## config.mk

```make
export PLATFORM = sky130hd
export DESIGN_NAME = mem_ctrl_wp
export DESIGN_NICKNAME = d
export VERILOG_FILES = /design/src/rtl/mem_ctrl_wp_pkg.sv /design/src/rtl/mem_ctrl_wp_region.sv /design/src/rtl/mem_ctrl_wp_ctrl.sv /design/src/rtl/mem_ctrl_wp_serial.sv /design/src/rtl/mem_ctrl_wp.sv
export SDC_FILE = /design/constraint.sdc
export NUM_CORES = 1
export LEC_CHECK = 0
export ABC_CLOCK_PERIOD_IN_PS = 2400
export BUFFER_PORTS_ARGS = -buffer_cell sky130_fd_sc_hd__buf_4
export CELL_PAD_IN_SITES_DETAIL_PLACEMENT = 0
export CELL_PAD_IN_SITES_GLOBAL_PLACEMENT = 1
export CORE_MARGIN = 1.5
export CORE_UTILIZATION = 39
export CTS_BUF_LIST = sky130_fd_sc_hd__clkbuf_8 sky130_fd_sc_hd__clkbuf_16
export CTS_CLUSTER_DIAMETER = 50
export DETAILED_ROUTE_END_ITERATION = 8
export GPL_TIMING_DRIVEN = 1
export PLACE_DENSITY = 0.74
export SYNTH_ARGS = -nofsm -noshare
export SYNTH_HDL_FRONTEND = slang
export SYNTH_HIERARCHICAL = 1
export SYNTH_SLANG_ARGS = --single-unit
```

## constraint.sdc

```tcl
create_clock -name clk_i -period 2.4 [get_ports clk_i]
set_input_delay 0.24 -clock clk_i [delete_from_list [all_inputs] [get_ports clk_i]]
set_output_delay 0.24 -clock clk_i [all_outputs]
set_load 0.02 [all_outputs]
```

## src/rtl/mem_ctrl_wp_pkg.sv

```systemverilog
package mem_ctrl_wp_pkg;
  localparam int unsigned LOCK_BIT = 6;
  localparam int unsigned LVL_HI   = 3;
  localparam int unsigned LVL_LO   = 2;
  typedef enum logic [1:0] {
    LVL_NONE    = 2'b00,
    LVL_QUARTER = 2'b01,
    LVL_HALF    = 2'b10,
    LVL_ALL     = 2'b11
  } prot_lvl_e;
endpackage

```

## src/rtl/mem_ctrl_wp_region.sv

```systemverilog
module mem_ctrl_wp_region
  import mem_ctrl_wp_pkg::*;
#(
  parameter int unsigned ADDR_W = 17
) (
  input  prot_lvl_e          lvl_i,
  input  logic [ADDR_W-1:0]  addr_i,
  output logic               hit_o
);
  logic [1:0] top2;
  assign top2 = addr_i[ADDR_W-1 -: 2];

  always_comb begin
    unique case (lvl_i)
      LVL_NONE:    hit_o = 1'b0;
      LVL_QUARTER: hit_o = (top2 == 2'b11);
      LVL_HALF:    hit_o = top2[1];
      default:     hit_o = 1'b1;
    endcase
  end
endmodule

```

## src/rtl/mem_ctrl_wp_ctrl.sv

```systemverilog
module mem_ctrl_wp_ctrl
  import mem_ctrl_wp_pkg::*;
(
  input  logic       clk_i,
  input  logic       rst_ni,
  input  logic       we_i,
  input  logic [7:0] wdata_i,
  output prot_lvl_e  lvl_o,
  output logic       lock_o,
  output logic [7:0] rdata_o
);
  prot_lvl_e lvl_q;
  logic      lock_q;

  always_ff @(posedge clk_i or negedge rst_ni) begin
    if (!rst_ni) begin
      lvl_q  <= LVL_NONE;
      lock_q <= 1'b0;
    end else if (we_i) begin
      lvl_q  <= prot_lvl_e'({wdata_i[LVL_HI], wdata_i[LVL_LO]});
      lock_q <= lock_q | wdata_i[LOCK_BIT];  // one-way
    end
  end

  always_comb begin
    rdata_o           = '0;
    rdata_o[LOCK_BIT] = lock_q;
    rdata_o[LVL_HI]   = lvl_q[1];
    rdata_o[LVL_LO]   = lvl_q[0];
  end

  assign lvl_o  = lvl_q;
  assign lock_o = lock_q;

  a_r6_lock_sticky: assert property (@(posedge clk_i) disable iff (!rst_ni)
    lock_q |=> lock_q);
  a_r9_lvl_follows_write: assert property (@(posedge clk_i) disable iff (!rst_ni)
    we_i |=> (lvl_q == {$past(wdata_i[LVL_HI]), $past(wdata_i[LVL_LO])}));
endmodule

```

## src/rtl/mem_ctrl_wp_serial.sv

```systemverilog
module mem_ctrl_wp_serial #(
  parameter int unsigned N_BYTES = 8,
  parameter int unsigned IDX_W   = (N_BYTES > 1) ? $clog2(N_BYTES) : 1
) (
  input  logic             clk_i,
  input  logic             rst_ni,
  input  logic             we_i,
  input  logic             lock_i,
  input  logic [IDX_W-1:0] idx_i,
  input  logic [7:0]       wdata_i,
  output logic [7:0]       rdata_o
);
  logic [7:0] sn_q [N_BYTES];

  for (genvar g = 0; g < N_BYTES; g++) begin : g_byte
    always_ff @(posedge clk_i or negedge rst_ni) begin
      if (!rst_ni)                                       sn_q[g] <= '0;
      else if (we_i && !lock_i && idx_i == IDX_W'(g))    sn_q[g] <= wdata_i;
    end
    a_r7_locked_frozen: assert property (@(posedge clk_i) disable iff (!rst_ni)
      lock_i |=> $stable(sn_q[g]));
  end

  assign rdata_o = sn_q[idx_i];
endmodule

```

## src/rtl/mem_ctrl_wp.sv

```systemverilog
module mem_ctrl_wp
  import mem_ctrl_wp_pkg::*;
#(
  parameter int unsigned ADDR_W  = 17,
  parameter int unsigned N_SN    = 8,
  parameter int unsigned SN_BASE = 1
) (
  input  logic              clk_i,
  input  logic              rst_ni,
  input  logic              reg_wr_i,
  input  logic [7:0]        reg_addr_i,
  input  logic [7:0]        reg_wdata_i,
  output logic [7:0]        reg_rdata_o,
  input  logic              sram_wr_i,
  input  logic [ADDR_W-1:0] sram_addr_i,
  output logic              sram_wr_ok_o,
  output logic              wr_reject_o,
  input  logic              store_req_i,
  output logic              store_go_o,
  output logic              lock_o
);
  localparam int unsigned SN_IDX_W = (N_SN > 1) ? $clog2(N_SN) : 1;
  localparam int unsigned SN_LAST  = SN_BASE + N_SN - 1;

  prot_lvl_e     lvl;
  logic          lock;
  logic          hit;
  logic          ctrl_sel, sn_sel;
  logic [7:0]    ctrl_rdata, sn_rdata, sn_off;
  logic          reject_q;

  assign ctrl_sel = (reg_addr_i == 8'h00);
  assign sn_sel   = (32'(reg_addr_i) >= SN_BASE) && (32'(reg_addr_i) <= SN_LAST);
  assign sn_off   = reg_addr_i - 8'(SN_BASE);

  mem_ctrl_wp_ctrl u_ctrl (
    .clk_i, .rst_ni,
    .we_i    (reg_wr_i && ctrl_sel),
    .wdata_i (reg_wdata_i),
    .lvl_o   (lvl),
    .lock_o  (lock),
    .rdata_o (ctrl_rdata)
  );

  mem_ctrl_wp_serial #(.N_BYTES(N_SN)) u_serial (
    .clk_i, .rst_ni,
    .we_i    (reg_wr_i && sn_sel),
    .lock_i  (lock),
    .idx_i   (sn_off[SN_IDX_W-1:0]),
    .wdata_i (reg_wdata_i),
    .rdata_o (sn_rdata)
  );

  mem_ctrl_wp_region #(.ADDR_W(ADDR_W)) u_region (
    .lvl_i  (lvl),
    .addr_i (sram_addr_i),
    .hit_o  (hit)
  );

  always_comb begin
    if (ctrl_sel)    reg_rdata_o = ctrl_rdata;
    else if (sn_sel) reg_rdata_o = sn_rdata;
    else             reg_rdata_o = '0;
  end

  always_ff @(posedge clk_i or negedge rst_ni) begin
    if (!rst_ni) reject_q <= 1'b0;
    else         reject_q <= sram_wr_i && hit;
  end

  assign sram_wr_ok_o = sram_wr_i && !hit;
  assign wr_reject_o  = reject_q;
  assign store_go_o   = store_req_i;  // protection never gates a store
  assign lock_o       = lock;

  a_r2_reserved_zero: assert property (@(posedge clk_i) disable iff (!rst_ni)
    ctrl_sel |-> ((reg_rdata_o & 8'hB3) == 8'h00));
  a_r3_all_blocked: assert property (@(posedge clk_i) disable iff (!rst_ni)
    (reg_rdata_o[3:2] == 2'b11 && ctrl_sel) |-> !sram_wr_ok_o);
  a_r5_reject_cause: assert property (@(posedge clk_i) disable iff (!rst_ni)
    wr_reject_o |-> $past(sram_wr_i && !sram_wr_ok_o));
  a_r4_no_ok_idle: assert property (@(posedge clk_i) disable iff (!rst_ni)
    !sram_wr_i |-> !sram_wr_ok_o);
endmodule

```

* After elaboration in Yosys (flattened, before gate mapping)
Cells that the tools add are included.
Cells by class: $add $sub $neg 1, $lt $le $gt $ge 3, eq/ne operators 10, muxes and demuxes 6, bitwise gates (word level) 2, reduce and logical (&&, ||, !) cells 19
Operators with widths (number):
- 8-bit 2-to-1 mux | 4
- 8-bit binary-select mux with 3-bit select | 1
- 1-bit logical AND | 14
- 3-bit == test (second input constant) | 4
- 8-bit by 1-bit >= comparator with 1-bit output (second input constant) | 1
- 8-bit by 4-bit less-or-equal comparator with 1-bit output (second input constant) | 1
- 8-bit logical NOT | 1
- 3-bit by 2-bit == test with 1-bit output (second input constant) | 2
- 2-bit == test (second input constant) | 2
- 4-bit >= comparator (second input constant) | 1
- 3-bit NOT with 4-bit output | 1
- 3-bit by 1-bit == test with 1-bit output (second input constant) | 1
- 3-bit logical NOT | 1
- 1-bit one-hot mux with 3 select lines | 1
- 3-bit by 1-bit subtractor with 3-bit output (second input constant) | 1
- 2-bit by 1-bit == test with 1-bit output (second input constant) | 1
- 1-bit logical NOT | 2
- 2-bit logical NOT | 1
- 1-bit OR | 1
Storage, ports and cells: flip-flop bits (word level) 68, word-level logic and storage cells 52

* Depth between registers and ports, before layout
Gate-level depths: netlist of the first run.
depth after elaboration 7, mapped depth 10

* Hierarchy
The synthesis of the first run kept the hierarchy.
By module, submodules not included:
- mem_ctrl_wp_serial | instances 1, cells each 206, area an instance 2955.3 µm², sequential area each 1601.5 µm²
- mem_ctrl_wp | instances 1, cells each 59, area an instance 459.2 µm², sequential area each 25.0 µm²
- mem_ctrl_wp_ctrl | instances 1, cells each 15, area an instance 170.2 µm², sequential area each 75.1 µm²
- mem_ctrl_wp_region | instances 1, cells each 3, area an instance 13.8 µm², sequential area each 0.0 µm²

* Worst setup path after synthesis of the first run
Ideal clock, no wire load.
path type input -> output, start input reg_addr_i[1], end output reg_rdata_o[0], data arrival time 2.092 ns, required time 2.160 ns, path slack 0.068 ns, cell stages on the path 9, buffers on the path 2, cell sequence inv_1 -> ha_1 -> xor2_1 -> buf_2 -> clkbuf_1 -> o22ai_1 -> a211oi_1 -> nand3b_1 -> o211ai_1
On the way: cells in the longest elaborated chain, start to end 7, elaborated cells between the ends (all ways) 11, classes of those cells add/sub: 1; order compare: 2; mux: 5; bitwise: 1; reduce/logical: 2
RTL lines:
- from (decl) | RTL line mem_ctrl_wp.sv:11 | input logic [7:0] reg_addr_i,
- 3-bit by 1-bit subtractor with 3-bit output | RTL line mem_ctrl_wp.sv:34 | assign sn_off = reg_addr_i - 8'(SN_BASE);
- named net sn_off[2] | RTL line mem_ctrl_wp.sv:29 | logic [7:0] ctrl_rdata, sn_rdata, sn_off;
- 3-bit NOT with 4-bit output (not written as such) | RTL line mem_ctrl_wp_serial.sv:24 | assign rdata_o = sn_q[idx_i];
- 8-bit binary-select mux with 3-bit select | RTL line mem_ctrl_wp_serial.sv:24
- 8-bit 2-to-1 mux (not written as such) (2 in series) | RTL line mem_ctrl_wp_serial.sv:24
- named net sn_rdata[0] | RTL line mem_ctrl_wp.sv:29
- 8-bit 2-to-1 mux | RTL line mem_ctrl_wp.sv:62 | else if (sn_sel) reg_rdata_o = sn_rdata;
- 8-bit 2-to-1 mux | RTL line mem_ctrl_wp.sv:61 | if (ctrl_sel) reg_rdata_o = ctrl_rdata;
- to (decl) | RTL line mem_ctrl_wp.sv:13 | output logic [7:0] reg_rdata_o,
The timed path passes the listed nets, and every way through them passes these cells. The select of a mux whose other input is x is not followed.

* Final worst setup path of the first run
start input reg_addr_i[0], end output reg_rdata_o[0]
The elaborated chain is that of the path after synthesis.

==> results of run 1 <==
critical path: stages:
cell	delay, ns
buf_4	0.11
inv_4	0.05
ha_4	0.15
xor2_1	0.15
buf_4	0.17
buf_4	0.16
nand2b_1	0.13
o22ai_2	0.10
a211oi_1	0.23
buf_4	0.16
nand3b_1	0.07
o211ai_1	0.16
buf_4	0.17
cell type report:
class | count | area, um2 | area share, %
multi-input combinational | 189 | 1810 | 40.8
sequential | 68 | 1700 | 38.4
timing repair buffer | 68 | 564 | 12.7
clock buffer | 10 | 138 | 3.10
tap | 108 | 135 | 3.05
clock inverter | 6 | 63.8 | 1.44
inverter | 5 | 23.8 | 0.536
registers in the layout, indices dropped and copies added, names as in the netlist:
signal and flops:
u_ctrl/lock_o 1, wr_reject_o 1, u_serial/sn_q 64, u_ctrl/lvl_o 2
per-layer routing:
layer	vias to the layer above	GRT usage (%)	part of all wire, %
met2	48	27.2	46
met4	0	5.42	1.6
met5	-	0	0
met1	1238	23.7	48
li1	1158	-	-
met3	10	4.82	4.8
timing repair:
action | in CTS | in global routing
buffers inserted | 2 | 1
resized for setup | 5 | 18
pin swaps | 0 | 3
hold buffers | 0 | 0
cloned | 0 | 1
setup endpoints to repair | 5 | 7
power by group:
part	internal (mW)	switching [mW]	total (mW)
combinational	0.222	0.200	0.422
sequential	1.22	0.0358	1.25
clock	0.505	0.443	0.949
total	1.94	0.679	2.62
per-stage QoR:
stage               setup TNS [ns]  worst slack (ns)  std cells  hold WS [ns]
floorplan                        0            0.0678        287       -0.0556
global placement            -0.115           -0.0742        434         0.402
detailed placement          -0.228            -0.109        434         0.415
CTS                              0            0.0354        452        0.0350
global route                     0           0.00340        454        0.0484
finish                           0             0.104        454       0.00353
Yosys cell counts, drive strengths merged:
| master | number |
|---|---|
| nor2b | 5 |
| conb | 1 |
| nor4bb | 1 |
| o211ai | 8 |
| and2 | 1 |
| nor3b | 3 |
| a22o | 1 |
| ha | 3 |
| inv | 5 |
| a211oi | 4 |
| nand4b | 8 |
| o22ai | 4 |
| buf | 22 |
| or3 | 1 |
| mux2 | 73 |
| a21oi | 2 |
| nor2 | 4 |
| clkbuf | 3 |
| mux4 | 6 |
| mux2i | 8 |
| a2111oi | 1 |
| nand2b | 7 |
| o32ai | 1 |
| nor4 | 1 |
| o21a | 1 |
| nand3 | 1 |
| o2bb2ai | 1 |
| nand2 | 12 |
| nor3 | 4 |
| dfrtp | 68 |
| nand4 | 8 |
| nand3b | 9 |
| xor2 | 1 |
| a221oi | 2 |
| a21o | 2 |
| o21ai | 1 |
final timing paths:
kind	endpoint
worst max-delay path	reg_rdata_o[0]
worst min-delay path	u_serial/sn_q[47]
worst max register to register	u_serial/sn_q[29]
worst min register to register	u_serial/sn_q[46]
max in group asynchronous	u_serial/sn_q[50]
min in group clk_i	wr_reject_o
cell families after synthesis:
group,Yosys count,share of synthesized area [%]
buffers and inverters,30,5.04
other,1,0.104
AOI/OAI and AO/OA,28,5.74
xor gates and xnor gates,1,0.243
adders and majority gates,3,1.04
muxes,87,28.8
DFF,68,47.3
and+or+nand+nor,65,11.7
==> run summary, run 1 <==
GR Util All Layers -> 17.4%
Max_cap viols -> 0
Ys Warns -> 6
NumNets Final -> 382
Sequential area share after synthesis -> 47.3%
Worst EP arrival -> 2.06 ns
Cell count after synthesis -> 283
Synthesized cell area -> 3600 um2
HPWL Detailed -> 5450 um
Initial antenna violation count -> 0
Period utilisation layout -> 95.7%
Worst r2r src -> u_ctrl/lock_o
Outcome -> complete, no violations
WL/cell -> 17.6 um
CTS tree -> done
Leading cell type in the layout, fill and taps excluded -> dfrtp_1
Share of cells above drive strength 1 -> 50.6%
Largest net degree at the start of global routing -> 69
Clk slew on worst S/H paths -> 0.07 ns
Minimum clock period -> 2.30 ns
Initial DRC Count -> 95
Worst setup path start -> reg_addr_i[0]
Drt first pass iters -> 4
Core area -> 8850 um2
Largest fanout on the critical path -> 8
Min-delay worst type -> input port to asynchronous set/reset pin
Max Freq -> 436 MHz
GPL Wtd Cong -> 0.782
Setup violators final -> 0
Endpoints failing hold -> 0
Placed cell areas -> 4090 um2
Synth area leaders -> dfrtp_1 47%, mux2_2 20%, mux4_2 3.8%
Die Wd -> 99.1 um
Core Rows -> 34
Die area -> 9810 um2
GRT overflow -> 0
Clock skew -> 0.00632 ns
Final instance area -> 4440 um2
Slew Viols, Final -> 0
Die H -> 99.1 um
Final wirelength -> 8010 um
Vias in the first global route -> 2,511
Fillers -> 778
Cell Pwr Density -> 591 nW/um2
Seq cells post-synth -> 68
H-tree level count -> 3
IO Pins -> 50
Total Power -> 2.62 mW
Routed vias/inst -> 5.41
Final core utilization -> 50.1%
Total CTS buffers -> 9
Worst Reg2Reg Path Length in Cells -> 4
DR DRC count -> 0
Initial Util -> 40.7%
Reg2Reg Setup Slack -> 0.72 ns
Ant diodes -> 0
Port bufs -> 32
IR drop worst, VDD -> 0.411 mV
First-pass GRT wire length -> 13,000 um
Post-Syn Area per Cell -> 12.7 um2
Setup crit end kind -> output pin
Root Buffer Master -> clkbuf_8
Unrepaired setup endpoints after global routing -> false
Most frequent cells in the layout -> 68 x dfrtp_1, 65 x mux2_2, 63 x buf_4
Clock Sinks -> 68
Via count -> 2,454
Slew @ Worst Pin -> 0.868 ns
Critical Path RT -> 2.16 ns
Startpoint types -> input port
Lkg Pwr -> 2.12 nW
Slew Limit Headroom -> 42.1%
Worst skew pair latency -> 0.35 ns
Post-synth top area cell -> dfrtp_1
Synth top area share -> 47.3%
Setup CP Type -> input port to output pin
Clock Path Buffers -> 2
Post-route ant nets -> 0
Syn-to-layout area delta -> 23.3%
Yosys cell types -> 42
Note: power is estimated with default switching activity, not from simulation.
==> run 2, diff against run 1 <==
--- a/config.mk
+++ b/config.mk
@@ -7,3 +7,3 @@
 export LEC_CHECK = 0
-export ABC_CLOCK_PERIOD_IN_PS = 2400
+export ABC_CLOCK_PERIOD_IN_PS = 1890
 export BUFFER_PORTS_ARGS = -buffer_cell sky130_fd_sc_hd__buf_4
@@ -17,3 +17,3 @@
 export GPL_TIMING_DRIVEN = 1
-export PLACE_DENSITY = 0.74
+export PLACE_DENSITY = 0.76
 export SYNTH_ARGS = -nofsm -noshare
==> constraint.sdc (replaced) <==
create_clock -name clk_i -period 1.89 [get_ports clk_i]
set_input_delay 0.0945 -clock clk_i [delete_from_list [all_inputs] [get_ports clk_i]]
set_output_delay 0.0945 -clock clk_i [all_outputs]
set_load 0.02 [all_outputs]
==> run 2 against run 1 <==
  * The run now ends with setup timing left
  * Critical endpoint is now reg_rdata_o[6]
  * Clock power grew 28%
  * Register-to-register slack worse by 0.46 ns
  * Worst setup slack worse by 0.15 ns
  * Largest power group unchanged
  * Critical path depth is 8 lower
  * Global-route usage rose by 0.80 points
  * Final cell count rose by 2.9%
  * Power is 30% higher
  * Largest cell class unchanged
  * Non-clock buffer count rose by 13
==> run summary, run 2 (synthesized netlist as in run 1, its figures left out) <==
Via count -> 2,488 (+1.4%)
Routed vias/inst -> 5.33 (-1.4%)
Minimum clock period -> 1.94 ns
Critical Path RT -> 1.80 ns (-0.36 ns)
Max incr delay on CP -> 0.46 ns (+0.23 ns)
Port bufs -> 32 (unchanged)
Unrepaired setup endpoints after global routing -> true
Max_cap viols -> 0 (unchanged)
CP Cell Sequence -> mux4_2 -> mux2_4 -> nand4_1 -> o211ai_1 -> buf_4
Layout Cells excl Fill -> 467 (+2.9%)
Clock Sinks -> 68 (unchanged)
Post-route ant nets -> 0 (unchanged)
M3 GR Usage -> 4.04% (-0.78 points)
Number of flip-flops in the largest register -> 64 (unchanged)
WL/cell -> 17.4 um (-1.4%)
Startpoint types -> flip-flop
DR DRC count -> 0 (unchanged)
Initial Util -> 40.7% (unchanged)
GPL Wtd Cong -> 0.847 (+8.3%)
H-tree level count -> 3 (unchanged)
Outcome -> complete, but fails checks
Critical-path top delay cell -> mux4_2
Share of cells above drive strength 1 -> 54.9% (+4.3 points)
Clock Path Buffers -> 2 (unchanged)
Cell Pwr Density -> 726 nW/um2 (+23%)
Slew @ Worst Pin -> 0.847 ns (-0.0216 ns)
Min-delay worst type -> input port to flip-flop
Drt first pass iters -> 4 (unchanged)
Clk slew on worst S/H paths -> 0.08 ns (about the same)
Die Wd -> 99.1 um (unchanged)
Final instance area -> 4690 um2 (+5.7%)
HPWL Detailed -> 5620 um (+3.2%)
First-pass GRT wire length -> 13,700 um (+5.1%)
Hold Slack -> 0.0392 ns (+0.0357 ns)
Die H -> 99.1 um (unchanged)
Syn-to-layout area delta -> 30.3%
Largest fanout on the critical path -> 2 (-6)
Lkg Pwr -> 2.24 nW (+5.7%)
Setup CP Type -> flip-flop to output pin
Initial antenna violation count -> 0 (unchanged)
Largest net degree at the start of global routing -> 69 (unchanged)
Initial DRC Count -> 116 (+22%)
Slew Limit Headroom -> 43.6% (+1.4 points)
Endpoints failing hold -> 0 (unchanged)
Placed cells -> 440 (+1.4%)
Gr busiest metal -> met2
Most frequent cells in the layout -> 68 x buf_4, 68 x dfrtp_1, 61 x mux2_2
Final core utilization -> 53.0% (+2.9 points)
Ant diodes -> 0 (unchanged)
Setup TNS -> -0.0645 ns (-0.0645 ns)
CTS tree -> done
Routing usage on met2 -> 28.8% (+1.6 points)
NumNets Final -> 395 (+3.4%)
Footprint of the multi-input gates -> 1900 um2 (+4.8%)
IO Pins -> 50 (unchanged)
Die area -> 9810 um2 (unchanged)
Final wirelength -> 8120 um (+1.4%)
Fillers -> 753 (-3.2%)
Worst EP arrival -> 1.84 ns (-0.22 ns)
Root Buffer Master -> clkbuf_8
Met1 usage -> 25.3% (+1.5 points)
Setup violators final -> 4 (+4)
Total CTS buffers -> 9 (unchanged)
Setup ws final -> -0.0456 ns (-0.150 ns)
GR Util All Layers -> 18.2% (+0.80 points)
Register Area -> 1700 um2 (unchanged)
Failing checks -> setup timing
Core Rows -> 34 (unchanged)
IR drop worst, VDD -> 0.357 mV (-13%)
Total Power -> 3.41 mW (+30%)
Placed cell areas -> 4170 um2 (+2.0%)
Clock skew -> 0.0127 ns (+0.00640 ns)
Worst skew pair latency -> 0.35 ns (about the same)
Period utilisation layout -> 102%
Setup crit end kind -> output pin
Vias in the first global route -> 2,574 (+2.5%)
GRT overflow -> 0 (unchanged)
Worst slack, placed -> -0.287 ns (-0.177 ns)
Max Freq -> 517 MHz
Largest register by flop count -> u_serial/sn_q
Core area -> 8850 um2 (unchanged)
Slew Viols, Final -> 0 (unchanged)
## run 2: final cells by class
class                      instances  area share [%]
tap                              108            2.88
clock inverter                     5            1.09
sequential                        68            36.3
timing repair buffer              81            15.2
clock buffer                      11            3.23
multi-input combinational        189            40.4
inverter                           5           0.880
## run 2: worst paths after layout
| path | startpoint | end | slack, ns | cells past startpoint |
|---|---|---|---|---|
| min in group asynchronous | rst_ni | u_serial/sn_q[48] | 0.40 | 2 |
| setup / recovery | u_serial/sn_q[46] | reg_rdata_o[6] | -0.05 | 5 |
| hold reg to reg | u_serial/sn_q[40] | u_serial/sn_q[40] | 0.49 | 1 |
| setup reg to reg | u_ctrl/lock_o | u_serial/sn_q[44] | 0.26 | 4 |
| max in group asynchronous | rst_ni | u_serial/sn_q[54] | 0.94 | 2 |
| hold / removal | reg_wdata_i[4] | u_serial/sn_q[4] | 0.04 | 2 |
## run 2: layer usage
layer	part of all wire (%)	wire length, um
met1	48	3890
met2	47	3830
met3	3.8	309
met4	1.1	89
met5	0	0
## run 2: report_power, final
part | total, mW | switching (mW) | internal (mW)
sequential | 1.59 | 0.0492 | 1.54
combinational | 0.605 | 0.274 | 0.331
clock | 1.21 | 0.535 | 0.672
## run 2: repair_timing
action / CTS / global route
gates resized for setup: 37 / 15
setup buffers: 8 / 0
hold buffers: 2 / 0
gates cloned: 1 / 0
pin swaps: 11 / 5
endpoints found under the setup margin: 8 / 8
endpoints found under the hold margin: 69 / 0
## run 2: worst max-delay path, delay by kind of cell (launching register included)
kind,cells,cell delay [ns]
AO/OA/AOI/OAI,1,0.09
buffers and inverters,1,0.19
flip-flops,1,0.39
multiplexers,2,0.75
AND/OR/NAND/NOR,1,0.09
